===== config.mk =====
export PLATFORM = sky130hd
export DESIGN_NAME = dma_chan_regs
export DESIGN_NICKNAME = d
export VERILOG_FILES = /design/src/rtl/dcr_pkg.sv /design/src/rtl/dcr_channel.sv /design/src/rtl/dma_chan_regs.sv
export SDC_FILE = /design/constraint.sdc
export NUM_CORES = 1
export LEC_CHECK = 0
export ABC_CLOCK_PERIOD_IN_PS = 1900
export BUFFER_PORTS_ARGS = -buffer_cell sky130_fd_sc_hd__clkbuf_2
export CAP_MARGIN = 10
export CORE_UTILIZATION = 45
export CTS_CLUSTER_DIAMETER = 30
export DETAILED_ROUTE_END_ITERATION = 8
export PLACE_DENSITY = 0.63
export SKIP_LAST_GASP = 1
export SLEW_MARGIN = 20
export SYNTH_ARGS = -nofsm -noshare
export SYNTH_HDL_FRONTEND = slang
export SYNTH_SLANG_ARGS = --single-unit

===== constraint.sdc =====
create_clock -name clk -period 1.9 [get_ports clk]
set_input_delay 0.095 -clock clk [delete_from_list [all_inputs] [get_ports clk]]
set_output_delay 0.095 -clock clk [all_outputs]
set_load 0.05 [all_outputs]

===== src/rtl/dcr_pkg.sv =====
package dcr_pkg;
    localparam int WORD_W = 6;

    localparam logic [WORD_W-1:0] OFS_DATA   = 6'h00;
    localparam logic [WORD_W-1:0] OFS_SDATA  = 6'h16;
    localparam logic [WORD_W-1:0] OFS_SBUF   = 6'h17;
    localparam logic [WORD_W-1:0] OFS_GRP    = 6'h18;
    localparam logic [WORD_W-1:0] OFS_GDOWN  = 6'h1F;
    localparam logic [WORD_W-1:0] OFS_CMD    = 6'h20;
    localparam logic [WORD_W-1:0] OFS_CFG    = 6'h21;
    localparam logic [WORD_W-1:0] OFS_STAT   = 6'h22;
    localparam logic [WORD_W-1:0] OFS_MASK   = 6'h23;
    localparam logic [WORD_W-1:0] OFS_ACK    = 6'h24;
    localparam logic [WORD_W-1:0] OFS_RAW    = 6'h25;
    localparam logic [WORD_W-1:0] OFS_MASKED = 6'h26;
    localparam logic [WORD_W-1:0] OFS_SCMD   = 6'h27;

    typedef enum logic [2:0] {
        ST_IDLE = 3'd1,
        ST_STOP = 3'd2,
        ST_RUN  = 3'd4
    } ch_state_e;
endpackage


===== src/rtl/dcr_channel.sv =====
module dcr_channel
    import dcr_pkg::*;
#(
    parameter int INTR_W = 4,
    parameter int SRC_W  = 8
) (
    input  logic              clk,
    input  logic              rst_n,
    input  logic              wr_en,
    input  logic [WORD_W-1:0] word,
    input  logic [31:0]       wdata,
    input  logic              client_ok,
    input  logic              eng_run,
    input  logic              eng_eol,
    input  logic              src_load,
    input  logic [SRC_W-1:0]  src_val,
    input  logic [INTR_W-1:0] intr_set,
    output logic [31:0]       rd_data,
    output logic              irq,
    output logic              cmd_stb,
    output logic              scmd_stb
);
    typedef struct packed {
        logic [31:0]       data;
        logic [31:0]       sdata;
        logic [31:0]       sbuf;
        logic [31:0]       grp;
        logic [31:0]       gdown;
        logic [31:0]       cmd;
        logic [31:0]       cfg;
        logic [31:0]       scmd;
        logic [INTR_W-1:0] mask;
        logic [INTR_W-1:0] raw;
        ch_state_e         st;
        logic [SRC_W-1:0]  src;
        logic              irq;
        logic              cmd_stb;
        logic              scmd_stb;
    } ch_t;

    ch_t               ch_d, ch_q;
    logic [INTR_W-1:0] ack_bits;
    logic              cfg_wr;

    always_comb begin
        ch_d          = ch_q;
        ch_d.cmd_stb  = 1'b0;
        ch_d.scmd_stb = 1'b0;
        ack_bits      = '0;
        cfg_wr        = wr_en && (word == OFS_CFG);
        if (wr_en) begin
            case (word)
                OFS_DATA:  ch_d.data  = wdata;
                OFS_SDATA: ch_d.sdata = wdata;
                OFS_SBUF:  ch_d.sbuf  = wdata;
                OFS_GRP:   ch_d.grp   = wdata;
                OFS_GDOWN: ch_d.gdown = wdata;
                OFS_CFG:   ch_d.cfg   = wdata;
                OFS_MASK:  ch_d.mask  = wdata[INTR_W-1:0];
                OFS_ACK:   ack_bits   = wdata[INTR_W-1:0];
                OFS_CMD: begin
                    if (ch_q.cfg[0] && client_ok) begin
                        ch_d.cmd     = wdata;
                        ch_d.cmd_stb = 1'b1;
                    end
                end
                OFS_SCMD: begin
                    ch_d.scmd     = wdata;
                    ch_d.scmd_stb = 1'b1;
                end
                default: ;
            endcase
        end
        if (eng_run) ch_d.st = ST_RUN;
        if (cfg_wr) begin
            if (wdata[1])  ch_d.st = ST_STOP;
            if (!wdata[0]) ch_d.st = ST_IDLE;
        end
        if (src_load) ch_d.src = src_val;
        ch_d.raw = (ch_q.raw & ~ack_bits) | intr_set;
        ch_d.irq = |(ch_d.raw & ch_d.mask);
    end

    always_ff @(posedge clk or negedge rst_n) begin
        if (!rst_n) begin
            ch_q     <= '0;
            ch_q.st  <= ST_IDLE;
            ch_q.src <= SRC_W'(1);
        end else begin
            ch_q <= ch_d;
        end
    end

    always_comb begin
        rd_data = '0;
        case (word)
            OFS_DATA:   rd_data = ch_q.data;
            OFS_SDATA:  rd_data = ch_q.sdata;
            OFS_SBUF:   rd_data = ch_q.sbuf;
            OFS_GRP:    rd_data = ch_q.grp;
            OFS_GDOWN:  rd_data = ch_q.gdown;
            OFS_CMD:    rd_data = ch_q.cmd;
            OFS_CFG:    rd_data = ch_q.cfg;
            OFS_SCMD:   rd_data = ch_q.scmd;
            OFS_MASK:   rd_data[INTR_W-1:0] = ch_q.mask;
            OFS_RAW:    rd_data[INTR_W-1:0] = ch_q.raw;
            OFS_MASKED: rd_data[INTR_W-1:0] = ch_q.raw & ch_q.mask;
            OFS_STAT: begin
                rd_data[2:0]         = ch_q.st;
                rd_data[5]           = eng_eol;
                rd_data[8 +: SRC_W]  = ch_q.src;
            end
            default: ;
        endcase
    end

    assign irq      = ch_q.irq;
    assign cmd_stb  = ch_q.cmd_stb;
    assign scmd_stb = ch_q.scmd_stb;
endmodule


===== src/rtl/dma_chan_regs.sv =====
module dma_chan_regs
    import dcr_pkg::*;
#(
    parameter int NUM_CH  = 2,
    parameter int WADDR_W = 12,
    parameter int INTR_W  = 4,
    parameter int SRC_W   = 8
) (
    input  logic                      clk,
    input  logic                      rst_n,
    input  logic                      bus_sel,
    input  logic                      bus_wr,
    input  logic [WADDR_W-1:0]        bus_addr,
    input  logic [3:0]                bus_be,
    input  logic [31:0]               bus_wdata,
    output logic [31:0]               bus_rdata,
    output logic                      bus_err,
    input  logic [NUM_CH-1:0]         client_ok,
    input  logic [NUM_CH-1:0]         eng_run,
    input  logic [NUM_CH-1:0]         eng_eol,
    input  logic [NUM_CH-1:0]         src_load,
    input  logic [NUM_CH*SRC_W-1:0]   src_val,
    input  logic [NUM_CH*INTR_W-1:0]  intr_set,
    output logic [NUM_CH-1:0]         irq,
    output logic [NUM_CH-1:0]         cmd_stb,
    output logic [NUM_CH-1:0]         scmd_stb,
    output logic [31:0]               stb_data
);
    localparam int WIN_W = 11;
    localparam int CH_W  = WADDR_W - WIN_W;
    localparam int GAP_W = WIN_W - WORD_W;

    typedef struct packed {
        logic [31:0] rdata;
        logic        err;
        logic [31:0] stb_data;
    } rsp_t;

    rsp_t              rsp_d, rsp_q;
    logic [CH_W-1:0]   ch_idx;
    logic [WORD_W-1:0] word;
    logic              full_acc;
    logic              in_win;
    logic [31:0]       ch_rd [NUM_CH];
    logic [NUM_CH-1:0] ch_wr;
    logic [NUM_CH-1:0] ch_hit;

    assign ch_idx   = bus_addr[WADDR_W-1:WIN_W];
    assign word     = bus_addr[WORD_W-1:0];
    assign full_acc = (bus_be == 4'hF);
    assign in_win   = (bus_addr[WIN_W-1:WORD_W] == GAP_W'(0));

    generate
        for (genvar i = 0; i < NUM_CH; i++) begin : g_ch
            assign ch_hit[i] = (ch_idx == CH_W'(i));
            assign ch_wr[i]  = bus_sel && bus_wr && full_acc && in_win && ch_hit[i];
            dcr_channel #(
                .INTR_W(INTR_W),
                .SRC_W (SRC_W)
            ) u_ch (
                .clk      (clk),
                .rst_n    (rst_n),
                .wr_en    (ch_wr[i]),
                .word     (word),
                .wdata    (bus_wdata),
                .client_ok(client_ok[i]),
                .eng_run  (eng_run[i]),
                .eng_eol  (eng_eol[i]),
                .src_load (src_load[i]),
                .src_val  (src_val[i*SRC_W +: SRC_W]),
                .intr_set (intr_set[i*INTR_W +: INTR_W]),
                .rd_data  (ch_rd[i]),
                .irq      (irq[i]),
                .cmd_stb  (cmd_stb[i]),
                .scmd_stb (scmd_stb[i])
            );
        end
    endgenerate

    always_comb begin
        rsp_d       = rsp_q;
        rsp_d.rdata = '0;
        rsp_d.err   = bus_sel && !full_acc;
        if (bus_sel && !bus_wr && full_acc && in_win) begin
            for (int i = 0; i < NUM_CH; i++) begin
                if (ch_hit[i]) rsp_d.rdata = ch_rd[i];
            end
        end
        if (bus_sel && bus_wr && full_acc) rsp_d.stb_data = bus_wdata;
    end

    always_ff @(posedge clk or negedge rst_n) begin
        if (!rst_n) rsp_q <= '0;
        else        rsp_q <= rsp_d;
    end

    assign bus_rdata = rsp_q.rdata;
    assign bus_err   = rsp_q.err;
    assign stb_data  = rsp_q.stb_data;
endmodule


# ---- Yosys cells after proc, flatten, opt, wreduce, memory -nomap -nowiden
# Cells that the tools add are included.
dict set report word_totals {
  regBits 621
  latch_bits 0
  mem_bits_rw 0
  mem_bits_ro 0
  input_bits 84
  out_inout_bits 71
  word_cells 130
  n_memories 0
}
dict set report op_classes {
  n_addsub 0
  multipliers 0
  div_mod_pow 0
  order_cmp 0
  eq_ne 13
  n_shift 0
  muxes 38
  bitwise 11
  reduce_logical 35
}
# op n
set op_table {}
lappend op_table {{one-hot mux 16 bit (8 select lines)} 2}
lappend op_table {{one-hot mux 8 bit (9 select lines)} 2}
lappend op_table {{one-hot mux 3 bit (12 select lines)} 2}
lappend op_table {{two-way mux 32 bit} 2}
lappend op_table {{equality test 6 bit (second input constant)} 8}
lappend op_table {{one-hot mux 2 bit (8 select lines)} 2}
lappend op_table {{two-way mux 4 bit} 7}
lappend op_table {{AND reduction 2 bit} 14}
lappend op_table {{AND 4 bit} 6}
lappend op_table {{equality test 6 x 5 -> 1 bit (second input constant)} 4}
lappend op_table {{two-way mux 3 bit} 8}
lappend op_table {{one-hot mux 1 bit (11 select lines)} 2}
lappend op_table {{one-hot mux 1 bit (9 select lines)} 2}
lappend op_table {{one-hot mux 1 bit (8 select lines)} 2}
lappend op_table {{logical AND 1 bit} 13}
lappend op_table {{NOT 4 bit} 2}
lappend op_table {{bitwise OR 4 bit} 2}
lappend op_table {{OR reduction 4 bit} 2}
lappend op_table {{logical NOT 6 bit} 1}
lappend op_table {{AND reduction 3 bit} 2}
lappend op_table {{logical NOT 5 bit} 1}
lappend op_table {{two-way mux 1 bit} 5}
lappend op_table {{equality test 4 bit (second input constant)} 1}
lappend op_table {{two-way mux 2 bit} 2}
lappend op_table {{other kinds (2)} 3}

# ---- Logic depth before layout (Yosys ltp)
# Gate-level depths: netlist of run 1.
dict set report depth {
  depth_word 10
  ltp_mapped 9
  ltp_nobuf 5
}

# ---- By module
# A second synthesis of run 1 with hierarchy kept.
dict set report hier_totals {
  cells_unflattened 1987
  hier_area_um2 27513.9
}
# mod instances cells_each area_per_inst_um2 seq_area_each_um2
set by_module_without_submodules {}
lappend by_module_without_submodules {{dcr_channel (g_ch[1].u_ch)} 1 903 12410.7 6959.2}
lappend by_module_without_submodules {{dcr_channel (g_ch[0].u_ch)} 1 903 12403.1 6959.2}
lappend by_module_without_submodules {dma_chan_regs 1 181 2700.1 1626.6}

# ---- Worst setup path before layout of run 1
# OpenSTA, ideal clock, no wires.
dict set report synth_path {
  path_kind {input port to flip-flop}
  start {input bus_addr[2]}
  end {register g_ch[1].u_ch.ch_q[100] (netlist name)}
  setup_ns 0.125
  t_arrival_ns 1.721
  required_ns 1.775
  setup_slack_ns 0.054
  path_stages 7
  path_buffers 3
  cell_sequence {buf_2 nor4b_2 buf_2 nand2_1 nor3_2 buf_4 mux2_2}
}
dict set report synth_via {
  elab_chain_cells 2
}
# element line_no
set synth_rtl {}
lappend synth_rtl {{start, declared} dma_chan_regs.sv:13} ;# input logic [WADDR_W-1:0] bus_addr,
lappend synth_rtl {{equality test 6 bit} dcr_channel.sv:52} ;# case (word)
lappend synth_rtl {{AND reduction 3 bit (no line)} -}
lappend synth_rtl {{end signal, assigned} dcr_channel.sv:90} ;# ch_q <= ch_d;
lappend synth_rtl {{end, declared} dcr_channel.sv:41} ;# ch_t ch_d, ch_q;
# No other way between the ends.
# A chain may end at the register's enable or synchronous reset.

# ---- Worst setup path in the final report of run 1
dict set report layout_path {
  start {input bus_addr[7]}
  end {register g_ch[0].u_ch.ch_q[148] (netlist name)}
}
dict set report layout_via {
  elab_chain_cells 4
}
# element line_no
set layout_rtl {}
lappend layout_rtl {{logical NOT 5 bit} dma_chan_regs.sv:51} ;# assign in_win = (bus_addr[WIN_W-1:WORD_W] == GAP_W'(0));
lappend layout_rtl {{logical AND 1 bit (2 in a row)} dma_chan_regs.sv:56} ;# assign ch_wr[i] = bus_sel && bus_wr && full_acc && in_win && ch_hit[i];
lappend layout_rtl {{AND reduction 2 bit (no line)} -}
lappend layout_rtl {{end signal, assigned} dcr_channel.sv:90}
lappend layout_rtl {{end, declared} dcr_channel.sv:41}
# No other way between the ends.

==> results of run 1 <==
## worst paths after layout
check / depth (start not counted) / end / startpoint
hold / removal: 6 / g_ch[0].u_ch.ch_q[18] / bus_addr[8]
setup reg to reg: 6 / bus_rdata[2] / g_ch[1].u_ch.ch_q[20]
hold reg to reg: 2 / g_ch[1].u_ch.ch_q[69] / g_ch[1].u_ch.ch_q[69]
min in group asynchronous: 3 / g_ch[0].u_ch.ch_q[159] / rst_n
setup / recovery: 7 / g_ch[0].u_ch.ch_q[148] / bus_addr[7]
max in group asynchronous: 4 / g_ch[0].u_ch.ch_q[109] / rst_n
## area by class of cell
| type | count | area share, % |
|---|---|---|
| flip-flops and latches | 621 | 43.57 |
| well taps | 773 | 2.711 |
| multi-input cells | 1310 | 30.53 |
| clock buffers | 148 | 9.363 |
| inverters | 6 | 0.06312 |
| repair buffers | 439 | 11.08 |
| diodes | 1 | 0.007013 |
| clock inverters | 81 | 2.683 |
## per-stage QoR
step	utilization, %	std cells	hold WS [ns]	worst slack, ns	setup TNS [ns]
after floorplan	-	2139	-0.2006	0.05424	0
after global placement	51.17	3056	0.03346	-0.3037	-28.62
after CTS	59.98	3378	0.007106	0.02509	0
after global routing	60.00	3378	0.1143	0.0006284	0
final	60.00	3379	0.05558	0.06202	0
after detailed placement	51.17	3056	0.03620	-0.3545	-42.86
## what timing repair did
action | CTS | global route
setup buffers | 0 | 0
endpoints found under the setup margin | 0 | 254
hold endpoints to repair | 1161 | 0
gates resized for setup | 0 | 3
hold buffers | 93 | 0
## cells by family (layout without fill, tap and decap cells)
group / after synthesis / in the layout
flops: 621 / 621
mux: 528 / 528
other cells: 0 / 1
compound gates: 300 / 300
buf+inv: 208 / 674
xor+xnor: 1 / 1
simple gates: 481 / 481
## synth_stat cells, types with 28 or more instances
master / number / area (um^2)
clkbuf_1: 93 / 349.1
a311oi_1: 31 / 271.5
a22o_1: 28 / 245.2
buf_2: 75 / 375.4
dfrtp_1: 617 / 15440
a222oi_1: 39 / 390.4
a22oi_1: 87 / 653.1
nand3_1: 69 / 345.3
and3_1: 62 / 387.9
nand2_1: 238 / 893.4
mux2_2: 476 / 5360
mux2_1: 28 / 315.3
## flip-flops by register name (all words and copies together) (netlist names)
signal and cells:
bus_err 1, bus_rdata 32, g_ch.u_ch.ch_q 550, g_ch.u_ch.cmd_stb 2
g_ch.u_ch.irq 2, g_ch.u_ch.scmd_stb 2, stb_data 32
## power by group through the flow
stage / registers, uW / logic (uW) / clock network [uW]
4_1_cts: 13500 / 2190 / 22100
5_1_grt: 13500 / 2340 / 22800
6_report: 13500 / 2190 / 21800
3_5_place_dp: 13700 / 2020 / 0
2_1_floorplan: 14200 / 550 / 0
3_3_place_gp: 13700 / 2000 / 0
## worst register-to-register path: stages (launching register included)
cell	delay [ns]
dfrtp_1	0.41
mux4_2	0.47
nand2_1	0.07
o21ai_0	0.13
nor3_1	0.33
a311oi_1	0.11
buf_4	0.17
## per-layer routing
layer	routed length, um	global-route usage [%]	up-vias
li1	-	-	8645
met1	34930	37.26	10340
met2	38200	42.51	734
met3	5441	4.719	136
met4	1861	9.290	2
met5	13	0	-
==> impl_metrics.env, run 1 <==
export IMPL_critical_path_peak_fanout=26
export IMPL_synth_top_family_by_area="multiplexers"
export IMPL_hp_class="in2reg"
export IMPL_drtPass1Iterations=7
export IMPL_rsz0062_at_grt="false"
export IMPL_cts_tree="yes"
export IMPL_synth_compound_area_share_pct=8.752
export IMPL_route_detailed_drc=0
export IMPL_syn_avg_cell_area_um2=12.77
export IMPL_fp_row_count=89
export IMPL_cts_made_buffers=121
export IMPL_hold_violations=0
export IMPL_dieWidth_um=248.3
export IMPL_grt_overflow=0
export IMPL_final_layout_size_suffix_gt1_share_pct=41.80
export IMPL_reg2reg_setup_slack_ns=0.09
export IMPL_die_h_um=248.3
export IMPL_synthMuxAreaShare_pct=21.80
export IMPL_status="complete, no violations"
export IMPL_synth_edf_count=0
export IMPL_cts_clk_slew_worst_paths_ns=0.05
export IMPL_fp_dieArea_mm2=0.06167
export IMPL_nets=2583
export IMPL_worst_pin_slew_ns=0.7138
export IMPL_worstPathRequired_ns=2.46
export IMPL_synth_xor_area_share_pct=0.03207
export IMPL_io_buffers=154
export IMPL_htreeDepth=3
export IMPL_period_share_pct=96.74
export IMPL_p_leak_uw=0.01737
export IMPL_synth_nets=2223
export IMPL_crit_path_start_kind="input pin"
export IMPL_seq_area_frac_synth_pct=56.93
export IMPL_area_growth_pct=30.67
export IMPL_via_per_inst=5.877
export IMPL_antenna_found_initial=2
export IMPL_drtIter0Drc=1596
export IMPL_grt_pass1_vias=21020
export IMPL_fillerInstances=4613
export IMPL_place_gp_congestion=0.8606
export IMPL_critPathKind="in2reg"
export IMPL_clk_latency_ns=0.69
export IMPL_skew_ns=0.02820
export IMPL_post_route_min_period_ns=1.838
export IMPL_synth_simple_area_share_pct=8.843
export IMPL_crit_buf_inv=3
export IMPL_ys_dominant_reg_cell="dfrtp_1"
export IMPL_cpPeakStageDelay_ns=0.54
export IMPL_pin_count=155
export IMPL_end_kind="flop"
export IMPL_cp_cell_sequence="dlygate4sd3_1 > clkbuf_2 > nor3_4 > and4_1 > and2_2 > buf_12 > mux2_2"
export IMPL_cts_sinks=621
export IMPL_synthDistinctLibCells=62
export IMPL_seqPwrFrac_pct=36.0
export IMPL_register_area_mm2=0.01554
export IMPL_final_cell_mix="dfrtp_1, mux2_2, nand2_1, clkbuf_2, buf_4"
export IMPL_switching_share_pct=24.09
export IMPL_synth_warnings=0
export IMPL_fin_area_mm2=0.03568
export IMPL_multiInputGateArea_mm2=0.01089
export IMPL_hpwlAfterDp_um=50410
export IMPL_coreArea_mm2=0.05946
export IMPL_grt_usage_pct=26.87
export IMPL_ys_ff_latch=621
export IMPL_postSynthCellCount=2139
export IMPL_grt_pass1_wl_um=125500
export IMPL_ir_worst_vdd_v=0.0008492
export IMPL_synthAdderAreaFrac_pct=0
export IMPL_vias=19860
export IMPL_mostFrequentLayoutCell="dfrtp_1"
export IMPL_placed_cell_area_mm2=0.03043
export IMPL_synth_area_mm2=0.02731
export IMPL_p_int_uw=28490
export IMPL_power_frac_comb_pct=5.8
export IMPL_p_switching_uw=9041
export IMPL_grt_max_degree=80
export IMPL_cp_top_family="simple AND/OR/NAND/NOR gates"
export IMPL_cts_root_buf="clkbuf_16"
export IMPL_wl_per_cell_um=23.81
export IMPL_start_util_pct=45.92
export IMPL_crit_slowest_cell="dlygate4sd3_1"
export IMPL_final_max_slew_viol_count=0
export IMPL_critPathArrivalTime_ns=2.39
export IMPL_clockBufferDepth=3
export IMPL_fmax_mhz=544.1
export IMPL_max_cap_viol_count=0
export IMPL_finalPower_uw=37540
export IMPL_setup_violations=0
export IMPL_finalWirelength_um=80450
export IMPL_slew_headroom_pct=51.18
export IMPL_powerDensity_mw_per_mm2=1052
export IMPL_pwr_share_clk_pct=58.2
export IMPL_async_reset_ff_share_pct=100.0
export IMPL_postRouteAntennaNets=0
No activity file was read; power rests on OpenSTA's default activity.
==> run 2: changes to the inputs <==
--- a/config.mk
+++ b/config.mk
@@ -5,6 +5,7 @@
 export SDC_FILE = /design/constraint.sdc
 export NUM_CORES = 1
 export LEC_CHECK = 0
+export ABC_AREA = 1
 export ABC_CLOCK_PERIOD_IN_PS = 1900
 export BUFFER_PORTS_ARGS = -buffer_cell sky130_fd_sc_hd__clkbuf_2
 export CAP_MARGIN = 10
==> run 2 against run 1 <==
The flow now finishes with violations (DRC). Clock power rose by 16%. Maximum frequency rose by 2.9%. Register-to-register slack improved by 0.25 ns. Combinational power fell by 6%. Largest power group unchanged.
==> impl_metrics.env, run 2 <==
export IMPL_finalWirelength_um=94360
export IMPL_tns_ns=0
export IMPL_route_detailed_drc=4
export IMPL_synth_most_common_cell="nand2_1"
export IMPL_coreArea_mm2=0.05891
export IMPL_grt_overflow=0
export IMPL_post_cts_buffers=0
export IMPL_crit_path_start_kind="input pin"
export IMPL_p_switching_uw=9159
export IMPL_synthDistinctLibCells=30
export IMPL_fmax_mhz=560.0
export IMPL_drtPass1Iterations=9
export IMPL_hold_buffers=97
export IMPL_max_cap_viol_count=0
export IMPL_critPathArrivalTime_ns=2.32
export IMPL_final_cell_mix="nand2_1, dfrtp_1, o21ai_0, nor2_1"
export IMPL_via_per_inst=5.412
export IMPL_fillerInstances=4954
export IMPL_synth_edf_count=0
export IMPL_final_max_slew_viol_count=0
export IMPL_postSynthCellCount=3263
export IMPL_vias=24350
export IMPL_drtIter0Drc=2346
export IMPL_synthTopCellsByArea="dfrtp_1, nand2_1, o21ai_0"
export IMPL_pin_count=155
export IMPL_p_int_uw=31700
export IMPL_final_layout_size_suffix_gt1_share_pct=16.46
export IMPL_cts_tree="yes"
export IMPL_powerDensity_mw_per_mm2=1144
export IMPL_cts_resized_gates=0
export IMPL_start_util_pct=45.43
export IMPL_pwr_share_clk_pct=61.9
export IMPL_synth_top_cell_area_share_pct=57.69
export IMPL_yosys_top_cells_count="nand2_1, dfrtp_1, o21ai_0"
export IMPL_ys_ff_latch=621
export IMPL_grt_max_degree=75
export IMPL_skew_ns=0.01918
export IMPL_clockBufferDepth=3
export IMPL_p_leak_uw=0.01724
export IMPL_violations="DRC"
export IMPL_grt_pass1_wl_um=144300
export IMPL_largest_reg_flops=550
export IMPL_async_reset_ff_share_pct=100.0
export IMPL_worst_pin_slew_ns=0.7927
export IMPL_hpwlAfterDp_um=57920
export IMPL_syn_avg_cell_area_um2=8.202
export IMPL_dp_slack_ns=-0.05833
export IMPL_period_share_pct=93.98
export IMPL_synth_area_mm2=0.02676
export IMPL_switching_share_pct=22.42
export IMPL_setup_violations=0
export IMPL_cts_clk_slew_worst_paths_ns=0.04
export IMPL_area_growth_pct=33.46
export IMPL_grt_usage_pct=31.97
export IMPL_htreeDepth=4
export IMPL_min_from="bus_wdata[13]"
export IMPL_hold_violations=0
export IMPL_wl_per_cell_um=20.97
export IMPL_cts_sinks=621
export IMPL_die_h_um=245.9
export IMPL_fp_row_count=89
export IMPL_grt_pass1_vias=24320
export IMPL_cts_root_buf="clkbuf_16"
export IMPL_ys_dominant_reg_cell="dfrtp_1"
export IMPL_hp_class="in2reg"
export IMPL_postRouteAntennaNets=0
export IMPL_critical_path_peak_fanout=65
export IMPL_end_kind="flop"
export IMPL_power_frac_comb_pct=5.0
export IMPL_cts_made_buffers=134
export IMPL_hold_slack_ns=0.01132
export IMPL_seqPwrFrac_pct=33.1
export IMPL_yosys_area_top_type="dfrtp_1"
export IMPL_mostFrequentLayoutCell="nand2_1"
export IMPL_ir_worst_vdd_v=0.0009188
export IMPL_top_register="g_ch.u_ch.ch_q"
export IMPL_seq_area_frac_synth_pct=58.09
export IMPL_reg2reg_from="g_ch[1].u_ch.ch_q[3]"
export IMPL_stdcell_count=4499
export IMPL_reg2reg_setup_slack_ns=0.34
export IMPL_startpoint="bus_addr[9]"
export IMPL_io_buffers=154
export IMPL_antenna_found_initial=1
export IMPL_post_route_min_period_ns=1.786
export IMPL_rsz0062_at_grt="false"
export IMPL_synth_nets=3347
export IMPL_clk_latency_ns=0.70
export IMPL_worstPathRequired_ns=2.44
export IMPL_fp_dieArea_mm2=0.06045
export IMPL_dp_cells=4155
export IMPL_dieWidth_um=245.9
export IMPL_status="complete, but fails checks"
export IMPL_slew_headroom_pct=47.09
export IMPL_place_gp_congestion=0.9333
export IMPL_critPathKind="in2reg"
export IMPL_synth_warnings=0
export IMPL_timing_final_ws_setup_ns=0.1143
export IMPL_finalPower_uw=40850
export IMPL_nets=3700
## run 2: cell count changes after synthesis, moves of 51 or more
cell	change
nand2_1	+1025
and3_1	-57
mux2_2	-468
inv_1	+148
nor2_1	+183
nand4_1	+53
clkbuf_1	+51
o21ai_0	+527
a22oi_1	-86
## run 2: worst paths after layout
path,to,depth (start not counted)
min in group asynchronous,g_ch[1].u_ch.ch_q[11],2
max in group asynchronous,g_ch[1].u_ch.ch_q[107],4
worst max register to register,bus_rdata[8],6
worst max-delay path,g_ch[0].u_ch.ch_q[99],11
worst min-delay path,stb_data[13],3
worst min register to register,stb_data[24],2
## run 2: cells by family after synthesis
family / after synthesis / share of synthesized area, %
AO/OA/AOI/OAI: 621 / 11.72
buffers and inverters: 372 / 5.592
flip-flops: 621 / 58.09
multiplexers: 8 / 0.3366
AND/OR/NAND/NOR: 1641 / 24.26
## run 2: critical path, cell delays in order
cell	delay, ns
dlygate4sd3_1	0.54
clkbuf_2	0.11
nor2_1	0.12
nand3_1	0.11
nor2_2	0.20
nand2_2	0.08
inv_2	0.32
nand4_1	0.23
buf_12	0.28
nand2_1	0.10
o21ai_0	0.10
## run 2: power groups by stage
stage,combinational [uW],clock (uW),sequential [uW]
floorplan,451,0,14200
global placement,1880,0,13700
detailed placement,1890,0,13700
CTS,2060,25500,13500
global route,2210,26200,13500
finish,2060,25300,13500
## run 2: layer usage
layer  routed length (um)  global-route usage (%)
met4                 3492                   13.66
met5                    0                       0
met2                44470                   51.40
met1                38840                   41.57
met3                 7563                   7.061
## run 2: final cells by class
cell class | instances | area (um^2) | share of cell area, %
diodes | 1 | 2.502 | 0.007006
clock buffers | 186 | 4020 | 11.26
clock inverters | 59 | 954.7 | 2.673
inverters | 165 | 623.1 | 1.745
multi-input cells | 2270 | 9778 | 27.38
flip-flops and latches | 621 | 15540 | 43.52
well taps | 773 | 967.2 | 2.708
repair buffers | 424 | 3826 | 10.71
## run 2: stage by stage
step | cell area, um^2 | util [%]
6_report | 35720 | 60.63
5_1_grt | 35710 | 60.63
4_1_cts | 35700 | 60.61
3_5_place_dp | 29750 | 50.50
3_3_place_gp | 29750 | 50.50
2_1_floorplan | 26760 | -
